==> src/rtl/tmr_clk_sel_pkg.sv <==
package tmr_clk_sel_pkg;

  typedef enum logic [2:0] {
    CS_STOP     = 3'd0,
    CS_DIV1     = 3'd1,
    CS_DIV8     = 3'd2,
    CS_DIV64    = 3'd3,
    CS_DIV256   = 3'd4,
    CS_DIV1024  = 3'd5,
    CS_EXT_FALL = 3'd6,
    CS_EXT_RISE = 3'd7
  } cs_e;

  localparam int unsigned NUM_TAPS = 4;
  // log2 of each divided ratio, in select-code order starting at CS_DIV8
  localparam int unsigned TAP_LOG [NUM_TAPS] = '{3, 6, 8, 10};
  localparam int unsigned PRE_W = TAP_LOG[NUM_TAPS-1];

endpackage

==> src/rtl/tmr_prescaler.sv <==
module tmr_prescaler
  import tmr_clk_sel_pkg::*;
(
  input  logic                clk_i,
  input  logic                rst_ni,
  input  logic                clr_i,
  output logic [NUM_TAPS-1:0] tap_o
);

  logic [PRE_W-1:0] cnt_q;

  always_ff @(posedge clk_i or negedge rst_ni) begin
    if (!rst_ni)    cnt_q <= '0;
    else if (clr_i) cnt_q <= '0;
    else            cnt_q <= cnt_q + 1'b1;
  end

  // a tap fires on the cycle its low bits are about to wrap to zero
  for (genvar i = 0; i < NUM_TAPS; i++) begin : g_tap
    localparam int unsigned L = TAP_LOG[i];
    assign tap_o[i] = &cnt_q[L-1:0];
  end

endmodule

==> src/rtl/tmr_pin_edge.sv <==
module tmr_pin_edge #(
  parameter int unsigned SYNC_STAGES = 2
) (
  input  logic clk_i,
  input  logic rst_ni,
  input  logic pin_i,
  output logic rise_o,
  output logic fall_o
);

  localparam int unsigned CHAIN_W = SYNC_STAGES + 1;

  logic [CHAIN_W-1:0] chain_q;

  always_ff @(posedge clk_i or negedge rst_ni) begin
    if (!rst_ni) chain_q <= '0;
    else         chain_q <= {chain_q[CHAIN_W-2:0], pin_i};
  end

  // compare synchronized level with its one-cycle-old copy
  assign rise_o =  chain_q[CHAIN_W-2] & ~chain_q[CHAIN_W-1];
  assign fall_o = ~chain_q[CHAIN_W-2] &  chain_q[CHAIN_W-1];

endmodule

==> src/rtl/tmr_tick_mux.sv <==
module tmr_tick_mux
  import tmr_clk_sel_pkg::*;
(
  input  logic                clk_i,
  input  logic                rst_ni,
  input  cs_e                 sel_i,
  input  logic [NUM_TAPS-1:0] tap_i,
  input  logic                tap_mask_i,
  input  logic                rise_i,
  input  logic                fall_i,
  output logic                tick_o
);

  logic tick_d, tick_q;

  always_comb begin
    unique case (sel_i)
      CS_STOP:     tick_d = 1'b0;
      CS_DIV1:     tick_d = 1'b1;
      CS_DIV8:     tick_d = tap_i[0] & ~tap_mask_i;
      CS_DIV64:    tick_d = tap_i[1] & ~tap_mask_i;
      CS_DIV256:   tick_d = tap_i[2] & ~tap_mask_i;
      CS_DIV1024:  tick_d = tap_i[3] & ~tap_mask_i;
      CS_EXT_FALL: tick_d = fall_i;
      CS_EXT_RISE: tick_d = rise_i;
      default:     tick_d = 1'b0;
    endcase
  end

  always_ff @(posedge clk_i or negedge rst_ni) begin
    if (!rst_ni) tick_q <= 1'b0;
    else         tick_q <= tick_d;
  end

  assign tick_o = tick_q;

endmodule

==> src/rtl/tmr_clk_sel.sv <==
module tmr_clk_sel
  import tmr_clk_sel_pkg::*;
#(
  parameter int unsigned SYNC_STAGES = 2
) (
  input  logic       clk_i,
  input  logic       rst_ni,
  input  logic [2:0] sel_i,
  input  logic       ext_pin_i,
  input  logic       pre_rst_i,
  output logic       tick_o
);

  logic [NUM_TAPS-1:0] tap;
  logic                rise, fall;

  tmr_prescaler u_pre (
    .clk_i  (clk_i),
    .rst_ni (rst_ni),
    .clr_i  (pre_rst_i),
    .tap_o  (tap)
  );

  tmr_pin_edge #(.SYNC_STAGES(SYNC_STAGES)) u_edge (
    .clk_i  (clk_i),
    .rst_ni (rst_ni),
    .pin_i  (ext_pin_i),
    .rise_o (rise),
    .fall_o (fall)
  );

  tmr_tick_mux u_mux (
    .clk_i      (clk_i),
    .rst_ni     (rst_ni),
    .sel_i      (cs_e'(sel_i)),
    .tap_i      (tap),
    .tap_mask_i (pre_rst_i),
    .rise_i     (rise),
    .fall_i     (fall),
    .tick_o     (tick_o)
  );

endmodule

==> config.mk <==
export PLATFORM = sky130hd
export DESIGN_NAME = tmr_clk_sel
export DESIGN_NICKNAME = d
export VERILOG_FILES = /design/src/rtl/tmr_clk_sel_pkg.sv /design/src/rtl/tmr_prescaler.sv /design/src/rtl/tmr_pin_edge.sv /design/src/rtl/tmr_tick_mux.sv /design/src/rtl/tmr_clk_sel.sv
export SDC_FILE = /design/constraint.sdc
export NUM_CORES = 1
export LEC_CHECK = 0
export ABC_AREA = 1
export BUFFER_PORTS_ARGS = -buffer_cell sky130_fd_sc_hd__buf_4
export CAP_MARGIN = 20
export CORE_MARGIN = 2
export CORE_UTILIZATION = 50
export CTS_CLUSTER_SIZE = 10
export DETAILED_ROUTE_END_ITERATION = 10
export PLACE_DENSITY = 0.8
export SLEW_MARGIN = 20
export SYNTH_ARGS = -nofsm -noshare
export SYNTH_HDL_FRONTEND = slang
export SYNTH_HIERARCHICAL = 1
export SYNTH_SLANG_ARGS = --single-unit
==> constraint.sdc <==
create_clock -name clk_i -period 2.04 [get_ports clk_i]
set_input_delay 0.408 -clock clk_i [delete_from_list [all_inputs] [get_ports clk_i]]
set_output_delay 0.408 -clock clk_i [all_outputs]
set_load 0.02 [all_outputs]
* Word-level counts from Yosys, hierarchy flattened
Cells that the tools add are included.
** Operators by class
- Add/sub/neg operators :: 1
- $mul :: 0
- Div/mod/pow operators :: 0
- $lt $le $gt $ge :: 0
- Equal/unequal tests :: 7
- Shift-type cells :: 0
- Muxes and demuxes :: 2
- Bitwise gates (word level) :: 9
- Reductions and logical operators :: 5
** Operators by type and width (number)
- $eq A3 B3 Y1 const B :: 4
- $add A10 B1 Y10 const B :: 1
- $mux W10 :: 1
- $reduce_and A10 Y1 :: 1
- $pmux W1 S8 :: 1
- $reduce_and A8 Y1 :: 1
- $and A1 B1 Y1 :: 6
- $eq A3 B2 Y1 const B :: 2
- $reduce_and A6 Y1 :: 1
- $eq A3 B1 Y1 const B :: 1
- $logic_not A3 Y1 :: 1
- $not A1 Y1 :: 3
- $reduce_and A3 Y1 :: 1
** Word-level totals
- Bits in registers :: 14
- Latch bits :: 0
- RAM bits :: 0
- Memory bits (read-only) :: 0
- Input port bits :: 7
- Output and inout bits :: 1
- Memories kept :: 0

* Depth between registers and ports, before layout
Gate-level depths: netlist of run 1.
- Word-level depth :: 3
- Mapped depth :: 9
- Gate-level depth less buffers :: 9

* Hierarchy
The synthesis of run 1 kept the hierarchy.
** By module, submodules not included
- tmr_prescaler :: instances 1, cells an instance 57, area an instance 491.7 um^2, seq. area each 250.2 um^2
- tmr_tick_mux :: instances 1, cells an instance 22, area an instance 120.1 um^2, seq. area each 25.0 um^2
- tmr_pin_edge :: instances 1, cells an instance 7, area an instance 90.1 um^2, seq. area each 75.1 um^2

* Least setup slack after synthesis of run 1
OpenSTA, ideal clock, no wires.
- Path kind :: register -> register
- Start :: reg u_pre.cnt_q[0]
- End :: reg u_mux.tick_q (netlist: u_mux/tick_o)
- Setup time :: 0.069 ns
- Arrival :: 1.199 ns
- Setup slack :: 0.772 ns
- Stages on the path, launching flop included :: 10
- Buffers on the path :: 0
- Period minus slack after synthesis :: 1.268 ns
- Path through :: dfrtp_1 -> ha_1 -> nand3_2 -> nor2_4 -> nand3_1 -> nor2_1 -> nand3b_1 -> nand2_1 -> nor2_2 -> nor2_2
** Between the ends
- Cells in the longest elaborated chain, start to end :: 3
** RTL lines
- from (decl) :: RTL line tmr_prescaler.sv:10 : logic [PRE_W-1:0] cnt_q;
- from (signal assigned) :: RTL line tmr_prescaler.sv:15 : else cnt_q <= cnt_q + 1'b1;
- $reduce_and A6 Y1 :: RTL line tmr_prescaler.sv:21 : assign tap_o[i] = &cnt_q[L-1:0];
- named net tap[1] :: RTL line tmr_clk_sel.sv:14 : logic [NUM_TAPS-1:0] tap;
- $and A1 B1 Y1 :: RTL line tmr_tick_mux.sv:21 : CS_DIV64: tick_d = tap_i[1] & ~tap_mask_i;
- $pmux W1 S8 :: RTL line tmr_tick_mux.sv:17 : unique case (sel_i)
- named net u_mux.tick_d :: RTL line tmr_tick_mux.sv:14 : logic tick_d, tick_q;
- to (signal assigned) :: RTL line tmr_tick_mux.sv:32 : else tick_q <= tick_d;
- to (decl) :: RTL line tmr_tick_mux.sv:14
The timed path passes the listed nets, and every way through them passes these cells.

* Final worst setup path of run 1
Same ends and word-level chain as after synthesis.

==> flow_summary.ini, run 1 <==
[status]
status = finished clean

[logic_synthesis]
share_of_async_settable_or_async_resettable_flops_after_synthesis = 1.000
synth_area_per_cell_sq_um = 8.162
synth.largest_area_cell = sky130_fd_sc_hd__dfrtp_1
synth_ff_type = sky130_fd_sc_hd__dfrtp_1
ys_types = 15
netlist_area_sq_um = 701.9
seq_area_frac_synth = 0.4991
postSynthNetCount = 95
ys_warn_count = 6
yosys.cell_count.top_type = sky130_fd_sc_hd__nor2_1
postSynthCellCount = 86
netlist_top_cells_area = sky130_fd_sc_hd__dfrtp_1, sky130_fd_sc_hd__nor2_1, sky130_fd_sc_hd__nand2_1
yosysTopAreaCellShare = 0.4991
synth.cells.most_frequent = sky130_fd_sc_hd__nor2_1, sky130_fd_sc_hd__nand2_1, sky130_fd_sc_hd__dfrtp_1
synth-edff-count = 0
ys_seq_elements = 14

[detailed_routing]
post_drt_wl_per_cell_um = 9.531
detail_route.iter0.violations = 10
drc_errors = 0
detail_route.vias_per_cell = 4.593
route.final.wire_length_mm = 1.077
number_of_iterations_in_the_first_detailed_routing_pass = 4
route.antenna.remaining_nets = 0
via_count = 519

[timing]
tightest_slew_ns = 0.1907
hold_violations = 0
fin_ws_ns = 0.6806
post-route-period-util = 0.6664
clock-skew-final_ns = 0.001695
period_minus_slack_ns = 1.359
grt_setup_unrepaired = false
finalSetupTns_ns = 0
slew_headroom = 0.8725
report.final.slew_viol_count = 0
fmax_ghz = 0.7356
setup-violations-final = 0

[grt]
antenna_found_initial = 0
grt_util_all_layers = 0.1423
grt.overflow.total = 0
grt_first_pass_wirelength_mm = 1.890
grt_start_max_net_pins = 15
grt_pass1_vias = 464

[setup_path]
timing.critical_path.required_ns = 2.25
r2r_slack_ns = 0.68
critPathMaxStageDelay_ns = 0.37
cpMostUsedCell = sky130_fd_sc_hd__nor2_2
cp-start-kind = flip-flop
worstPathCellList = ha_1 > nand3_2 > nor2_4 > nand3_1 > nor2_1 > nand3b_1 > nand2_1 > nor2_2 > nor2_2
critPathLaunch = u_pre/cnt_q[0]
worst_setup_path_end_kind = flip-flop
crit_type = flip-flop to flip-flop
reg2reg_from = u_pre/cnt_q[0]
path_max_fanout = 4
critical_path.slowest_cell = sky130_fd_sc_hd__dfrtp_1
worstPathArrival_ns = 1.57

[die]
placement_rows = 13
core_region_area_sq_um = 1301
fp.dieArea_sq_um = 1719
fp.dieH_um = 41.47
io_pins = 8
die_x_um = 41.47
initial_utilization = 0.5394

[run]
drv.max_cap_violation_count = 0

[final_layout]
fin_area_sq_um = 819.5
syn_to_final_growth_pct = 16.76
fin_nets = 108
layout-drive-gt1-share = 0.1837
stdcell_count = 113
antenna_cells_inserted = 0

[cts]
clk_path_buf_depth = 2
tritoncts.num_buffers = 3
cts_tree = built
ctsHtreeMaxLevel = 1
postCtsSetupRepairBufs = 0
clock_insertion_delay_worst_skew_ns = 0.27
cts.repair.resized = 0
cts.clk_slew.worst_paths_ns = 0.08
cts.sink_count = 14
clockRootBuffer = sky130_fd_sc_hd__clkbuf_4

[placed_design]
placed_cells_incl_taps = 108
placed_area_sq_um = 773.2
place.port_buffers = 7
preCtsSetupSlack_ns = 0.6780
dp_hpwl_um = 833.2
globalplace.congestion = 0.7186

[power]
power.internal_w = 0.0004169
power.combinational.fraction = 0.094
p_clk_frac = 0.358
pwr_density_cell_nw_per_um2 = 650.7
p_sw_frac = 0.2183
netSwitchingPower_w = 0.0001164
reported_leakage_power_nw = 0.4155
vdd_ir_drop_max_uv = 411.9
seqPwrFrac = 0.548

[worst_hold_path]
worst_hold_startpoint = ext_pin_i
hold_crit_class = primary input to flip-flop
-- power groups by stage --
stage | combinational (W) | sequential [W] | clock [W]
2_1_floorplan | 0.0000228 | 0.000299 | 0
3_3_place_gp | 0.0000483 | 0.000297 | 0
3_5_place_dp | 0.0000491 | 0.000298 | 0
4_1_cts | 0.0000509 | 0.000293 | 0.000201
5_1_grt | 0.0000577 | 0.000293 | 0.000211
6_report | 0.0000499 | 0.000292 | 0.000191
-- worst paths after layout --
path                                      to  depth (start not counted)
hold reg to reg            u_edge/chain_q[1]                          0
min in group asynchronous       u_mux/tick_o                          2
max in group asynchronous     u_pre/cnt_q[4]                          2
hold / removal             u_edge/chain_q[0]                          1
setup / recovery                u_mux/tick_o                          9
setup reg to reg                u_mux/tick_o                          9
-- per-stage QoR --
step / hold WS (ns) / total power, W / util
after floorplan: 0.1124 / 0.0003217 / -
after global placement: 0.2657 / 0.0003457 / 0.5942
after detailed placement: 0.2659 / 0.0003472 / 0.5942
after CTS: 0.2319 / 0.0005444 / 0.6298
after global routing: 0.2330 / 0.0005618 / 0.6298
final: 0.2418 / 0.0005333 / 0.6298
-- per-layer routing --
metal | track usage | routed length, um
met4 | 0.05806 | 0
met1 | 0.1836 | 529
met3 | 0.02609 | 27
met2 | 0.2344 | 519
met5 | 0 | 0
-- cell usage in the layout, fill, tap and decap left out, drive strengths merged, types with 2 or more instances in the layout --
master  synthesis  layout
xor2            2       2
dfrtp          14      14
ha              2       2
nor2           25      25
nand2          18      18
nand3           7       7
buf             0       7
clkbuf          0       4
a21oi           3       3
inv            12      12
-- state kept, by name, summed over array words and instances, names as in the netlist --
signal,flops
u_edge/chain_q,3
u_mux/tick_o,1
u_pre/cnt_q,10
-- final cells by class --
cell class,instances,area (sq um)
inverters,12,45.04
fillers,117,481.7
multi-input cells,60,306.5
well taps,15,18.77
clock buffers,4,36.28
flip-flops and latches,14,350.3
repair buffers,8,62.56
-- cell families (layout without fill, tap and decap cells) --
family,Yosys count,count (layout),synth area share
buffers and inverters,12,24,0.06417
AO/OA/AOI/OAI,4,4,0.03208
adder cells (fa/ha/maj),2,2,0.03564
AND/OR/NAND/NOR,52,52,0.3440
flip-flops,14,14,0.4991
XOR/XNOR,2,2,0.02496
-- what timing repair did --
action | in CTS | in global routing
setup endpoints to repair | 0 | 0
hold buffers | 1 | 0
hold endpoints to repair | 14 | 0
-- worst max-delay path, delay by kind of cell (launching register included) --
family / cells / cell delay (ns)
flip-flops: 1 / 0.37
adder cells (fa/ha/maj): 1 / 0.20
AND/OR/NAND/NOR: 8 / 0.72
Power figures use the tool's default switching activity.
==> run 2: changes to the inputs <==
ABC_AREA = 0   (was 1)
CORE_UTILIZATION = 48   (was 50)
clock period = 1.2 ns   (was 2.04 ns; I/O delays follow)
==> flow_summary.ini, run 2 <==
[detailed_routing]
route.final.wire_length_mm = 1.308
via_count = 564
post_drt_wl_per_cell_um = 12.95
detail_route.iter0.violations = 11
drc_errors = 0
route.antenna.remaining_nets = 0
detail_route.vias_per_cell = 5.584
number_of_iterations_in_the_first_detailed_routing_pass = 4

[placed_design]
place.port_buffers = 7
preCtsSetupSlack_ns = -0.2707
globalplace.congestion = 0.7403
dp_hpwl_um = 953.3
placed_cells_incl_taps = 95
placed_area_sq_um = 820.8

[final_layout]
n_fill_cell = 100
registers.top_by_ff_count = u_pre/cnt_q
layout.cells.most_common_list = sky130_fd_sc_hd__buf_4, sky130_fd_sc_hd__dfrtp_1, sky130_fd_sc_hd__nor2_1, sky130_fd_sc_hd__nor2b_1, sky130_fd_sc_hd__nand3_1
largest_register_ffs = 10
fin_nets = 96
layout-drive-gt1-share = 0.3721
antenna_cells_inserted = 0
layout.cells.most_common = sky130_fd_sc_hd__buf_4
fin_area_sq_um = 899.6
stdcell_count = 101
syn_to_final_growth_pct = 32.66

[timing]
clock-skew-final_ns = 0.002048
finalSetupTns_ns = -0.7373
post-route-period-util = 1.236
fin_ws_ns = -0.2830
report.final.slew_viol_count = 0
fmax_ghz = 0.6743
period_minus_slack_ns = 1.483
slew_headroom = 0.8671
hold_ws_ns = 0.05411
setup-violations-final = 5
hold_violations = 0
tightest_slew_ns = 0.1976
grt_setup_unrepaired = true

[cts]
cts_tree = built
clock_insertion_delay_worst_skew_ns = 0.29
ctsHtreeMaxLevel = 1
cts.clk_slew.worst_paths_ns = 0.09
tritoncts.num_buffers = 3
clockRootBuffer = sky130_fd_sc_hd__clkbuf_4
clk_path_buf_depth = 2
cts.sink_count = 14

[logic_synthesis]
yosys.cell_count.top_type = sky130_fd_sc_hd__dfrtp_1
synth_ff_type = sky130_fd_sc_hd__dfrtp_1
ys_warn_count = 6
netlist_top_cells_area = sky130_fd_sc_hd__dfrtp_1, sky130_fd_sc_hd__ha_1, sky130_fd_sc_hd__nand3_1
synth_area_per_cell_sq_um = 10.60
netlist_area_sq_um = 678.2
seq_area_frac_synth = 0.5166
synth-edff-count = 0
postSynthCellCount = 64
ys_seq_elements = 14
synth.largest_area_cell = sky130_fd_sc_hd__dfrtp_1
synth.cells.most_frequent = sky130_fd_sc_hd__dfrtp_1, sky130_fd_sc_hd__nor2_1, sky130_fd_sc_hd__nand3_1
postSynthNetCount = 73
share_of_async_settable_or_async_resettable_flops_after_synthesis = 1.000
ys_types = 27
yosysTopAreaCellShare = 0.5166

[setup_path]
worstSetupPathDepth = 6
timing.critical_path.required_ns = 1.40
worst_path_dominant_cell_family = simple AND/OR/NAND/NOR gates
critPathMaxStageDelay_ns = 0.37
cp-start-kind = flip-flop
critical_path.slowest_cell = sky130_fd_sc_hd__dfrtp_1
path_max_fanout = 4
worst_setup_path_end_kind = flip-flop
path_buf_inv = 0
crit_type = flip-flop to flip-flop
worstPathArrival_ns = 1.69
r2r_worst_path_depth = 6
worstPathCellList = ha_2 > and4_4 > and4_4 > nand3b_1 > a21o_1 > a32oi_1
cpMostUsedCell = sky130_fd_sc_hd__and4_4

[die]
fp.dieH_um = 41.59
placement_rows = 13
fp.dieArea_sq_um = 1729
die_x_um = 41.59
core_region_area_sq_um = 1318
initial_utilization = 0.5147
io_pins = 8

[grt]
grt_pass1_vias = 545
antenna_found_initial = 0
grt.overflow.total = 0
grt_first_pass_wirelength_mm = 2.297
grt_util_all_layers = 0.1736
grt_start_max_net_pins = 16

[status]
status = finished, violations left
violations = negative setup slack

[power]
vdd_ir_drop_max_uv = 679.3
pwr_density_cell_nw_per_um2 = 1049
reported_leakage_power_nw = 0.4006

[run]
drv.max_cap_violation_count = 0

[worst_hold_path]
hold_crit_class = primary input to flip-flop
worst_hold_path.num_cells = 1
-- run 2: report_power, final --
| part | total (W) | internal (W) | switching, W |
|---|---|---|---|
| clock network | 0.000349 | 0.000185 | 0.000164 |
| logic | 0.0000980 | 0.0000500 | 0.0000480 |
| registers | 0.000497 | 0.000487 | 0.00000960 |
| total | 0.000943 | 0.000722 | 0.000221 |
-- run 2: worst paths after layout --
kind / startpoint / to / slack [ns]
worst max-delay path: u_pre/cnt_q[1] / u_mux/tick_o / -0.28
worst min-delay path: ext_pin_i / u_edge/chain_q[0] / 0.05
worst max register to register: u_pre/cnt_q[1] / u_mux/tick_o / -0.28
worst min register to register: u_edge/chain_q[0] / u_edge/chain_q[1] / 0.36
max in group asynchronous: rst_ni / u_edge/chain_q[1] / 0.72
min in group asynchronous: rst_ni / u_pre/cnt_q[9] / 0.32
-- run 2: worst register-to-register path: stages (launching register included) --
cell and delay [ns]:
sky130_fd_sc_hd__dfrtp_1 0.37, sky130_fd_sc_hd__ha_2 0.19, sky130_fd_sc_hd__and4_4 0.23, sky130_fd_sc_hd__and4_4 0.21
sky130_fd_sc_hd__nand3b_1 0.08, sky130_fd_sc_hd__a21o_1 0.16, sky130_fd_sc_hd__a32oi_1 0.15
-- run 2: layer usage --
layer	vias to the layer above	GRT usage	share of wire
li1	275	-	-
met1	280	0.2119	0.46
met2	7	0.2906	0.50
met3	2	0.03913	0.030
met4	0	0.07742	0.0084
met5	-	0	0
-- run 2: logic make-up (layout without fill, tap and decap cells) --
kind of cell	count (synthesis)	count (layout)	synth area share
AO/OA/AOI/OAI	12	12	0.1088
multiplexers	1	1	0.01660
flip-flops	14	14	0.5166
buffers and inverters	1	23	0.01107
AND/OR/NAND/NOR	32	32	0.2841
adder cells (fa/ha/maj)	2	2	0.03689
XOR/XNOR	2	2	0.02583
-- run 2: area by class of cell --
class,instances,area (sq um),area share
repair buffers,19,145.1,0.1613
flip-flops and latches,14,350.3,0.3894
well taps,15,18.77,0.02086
clock buffers,4,36.28,0.04033
multi-input cells,49,349.1,0.3880
-- run 2: repair_timing --
action | 4_1_cts | 5_1_grt
endpoints found under the hold margin | 14 | 0
hold buffers | 1 | 0
cloned | 0 | 0
setup endpoints to repair | 5 | 8
buffers inserted | 1 | 2
pin swaps | 2 | 5
gates resized for setup | 3 | 2
-- run 2: through the flow --
stage,util,total power (W)
after floorplan,-,0.0005395
after global placement,0.6230,0.0005907
after detailed placement,0.6230,0.0005953
after CTS,0.6733,0.0009485
after global routing,0.6828,0.0009796
final,0.6828,0.0009434
==> run 3: changes to the inputs <==
CORE_UTILIZATION = 47   (was 48)
PLACE_DENSITY = 0.79   (was 0.8)
==> flow_summary.ini, run 3 (synthesized netlist as in run 2, its figures left out) <==
[power]
power.internal_w = 0.0007188
p_clk_frac = 0.365
fin_total_pwr_w = 0.0009332
netSwitchingPower_w = 0.0002144
reported_leakage_power_nw = 0.4047
pwr_density_cell_nw_per_um2 = 1036
vdd_ir_drop_max_uv = 934.8
power.combinational.fraction = 0.102
seqPwrFrac = 0.533
p_sw_frac = 0.2297

[die]
fp.dieH_um = 41.99
placement_rows = 13
fp.dieArea_sq_um = 1763
io_pins = 8
die_x_um = 41.99
initial_utilization = 0.5147
core_region_area_sq_um = 1318

[timing]
tightest_slew_ns = 0.2072
fin_ws_ns = -0.2448
grt_setup_unrepaired = true
hold_violations = 0
slew_headroom = 0.8607
report.final.slew_viol_count = 0
clock-skew-final_ns = 0.006508
period_minus_slack_ns = 1.445
hold_ws_ns = 0.06534
finalSetupTns_ns = -0.7271
setup-violations-final = 6
fmax_ghz = 0.6921
post-route-period-util = 1.204

[grt]
grt_pass1_vias = 602
grt_start_max_net_pins = 16
grt_util_all_layers = 0.1868
antenna_found_initial = 0
grt.overflow.total = 0
grt_first_pass_wirelength_mm = 2.504

[setup_path]
r2r_worst_path_depth = 6
path_buf_inv = 0
r2r_slack_ns = -0.24
reg2reg_from = u_pre/cnt_q[1]
crit_type = flip-flop to flip-flop
cp-start-kind = flip-flop
critical_path.slowest_cell = sky130_fd_sc_hd__dfrtp_1
r2r_end = u_mux/tick_o
path_max_fanout = 4
cpMostUsedCell = sky130_fd_sc_hd__and4_4
worst_setup_path_end_kind = flip-flop
worstPathCellList = ha_2 > and4_4 > and4_4 > nand3b_1 > a21o_1 > a32oi_1
worstSetupPathDepth = 6
timing.critical_path.required_ns = 1.40
critPathMaxStageDelay_ns = 0.37
worstPathArrival_ns = 1.65
worst_path_dominant_cell_family = simple AND/OR/NAND/NOR gates

[cts]
cts.clk_slew.worst_paths_ns = 0.09
tritoncts.num_buffers = 3
clock_insertion_delay_worst_skew_ns = 0.28
clk_path_buf_depth = 2
cts.sink_count = 14
cts_tree = built
ctsHtreeMaxLevel = 1
clockRootBuffer = sky130_fd_sc_hd__clkbuf_4

[final_layout]
antenna_cells_inserted = 0
largest_register_ffs = 10
regArea_sq_um = 350.3
layout-drive-gt1-share = 0.3837
layout.cells.most_common = sky130_fd_sc_hd__buf_4
layout.core_utilization = 0.6838
layout.cells.most_common_list = sky130_fd_sc_hd__buf_4, sky130_fd_sc_hd__dfrtp_1, sky130_fd_sc_hd__nor2_1, sky130_fd_sc_hd__nor2b_1, sky130_fd_sc_hd__nand3_1
syn_to_final_growth_pct = 32.84
area_used_by_multi_input_combinational_logic_sq_um = 350.3
fin_nets = 96
fin_area_sq_um = 900.9
registers.top_by_ff_count = u_pre/cnt_q
n_fill_cell = 115

[detailed_routing]
via_count = 593
detail_route.iter0.violations = 22
number_of_iterations_in_the_first_detailed_routing_pass = 4
post_drt_wl_per_cell_um = 14.55
route.final.wire_length_mm = 1.470
detail_route.vias_per_cell = 5.871
drc_errors = 0
route.antenna.remaining_nets = 0

[run]
drv.max_cap_violation_count = 0

[placed_design]
dp_hpwl_mm = 1.072
globalplace.congestion = 0.7216
place.port_buffers = 7
placed_area_sq_um = 828.3

[worst_hold_path]
timing.hold.worst_endpoint = u_edge/chain_q[0]
hold_crit_class = primary input to flip-flop
worst_hold_startpoint = ext_pin_i
worst_hold_path.num_cells = 1

[status]
violations = negative setup slack
status = finished, violations left
[run 3: cell types whose count changed in the layout (fill, tap and decap cells not counted)]
cell	before	now
sky130_fd_sc_hd__ha_4	1	0
sky130_fd_sc_hd__nand2_2	0	1
sky130_fd_sc_hd__nand3_2	1	0
sky130_fd_sc_hd__nor3b_2	1	0
sky130_fd_sc_hd__or3_4	0	1
sky130_fd_sc_hd__or3_1	1	0
sky130_fd_sc_hd__nor3b_1	0	1
sky130_fd_sc_hd__a21oi_2	0	1
sky130_fd_sc_hd__a21oi_1	3	2
sky130_fd_sc_hd__nand3_4	0	1
sky130_fd_sc_hd__ha_1	0	1
sky130_fd_sc_hd__nand2_1	3	2
[run 3: power by group through the flow]
| stage | Clock [W] | Sequential [W] | Combinational [W] |
|---|---|---|---|
| floorplan | 0 | 0.000512 | 0.0000276 |
| detailed placement | 0 | 0.000507 | 0.0000897 |
| CTS | 0.000353 | 0.000497 | 0.0000962 |
| global placement | 0 | 0.000505 | 0.0000862 |
| global route | 0.000370 | 0.000499 | 0.000107 |
| finish | 0.000341 | 0.000497 | 0.0000953 |
[run 3: worst reg2reg max path, cell delays in order (launching register included)]
cell and delay [ns]:
sky130_fd_sc_hd__dfrtp_1 0.37, sky130_fd_sc_hd__ha_2 0.18, sky130_fd_sc_hd__and4_4 0.23, sky130_fd_sc_hd__and4_4 0.21, sky130_fd_sc_hd__nand3b_1 0.08, sky130_fd_sc_hd__a21o_1 0.16
sky130_fd_sc_hd__a32oi_1 0.14
[run 3: how the worst max path moves through the flow]
stage / slack (ns) / start / to
detailed placement: -0.23 / u_pre/cnt_q[1] / u_mux/tick_o
global placement: -0.20 / u_pre/cnt_q[1] / u_mux/tick_o
CTS: -0.24 / u_pre/cnt_q[1] / u_mux/tick_o
finish: -0.24 / u_pre/cnt_q[1] / u_mux/tick_o
global route: -0.33 / u_pre/cnt_q[1] / u_mux/tick_o
floorplan: -0.25 / u_pre/cnt_q[0] / u_pre/cnt_q[8]
[run 3: layer usage]
| layer | track usage | share of wire |
|---|---|---|
| met3 | 0.03879 | 0.041 |
| met2 | 0.3375 | 0.53 |
| met1 | 0.2197 | 0.42 |
| met4 | 0.05806 | 0.0041 |
| met5 | 0 | 0 |
[run 3: area by class of cell]
class / instances / share of cell area
clock buffer: 4 / 0.04028
multi-input combinational: 49 / 0.3889
sequential: 14 / 0.3889
tap: 15 / 0.02083
timing repair buffer: 19 / 0.1611
[run 3: what timing repair did]
action / CTS / global route
setup endpoints to repair: 5 / 8
resized for setup: 1 / 6
hold endpoints to repair: 14 / 0
hold buffers: 1 / 0
buffers inserted: 1 / 1
pin swaps: 3 / 5
[run 3: metrics by stage]
stage               std cells  setup WS (ns)
CTS                       102        -0.2427
floorplan                  64        -0.2456
global placement           96        -0.2032
finish                    101        -0.2448
detailed placement         96        -0.2324
global route              101        -0.3257
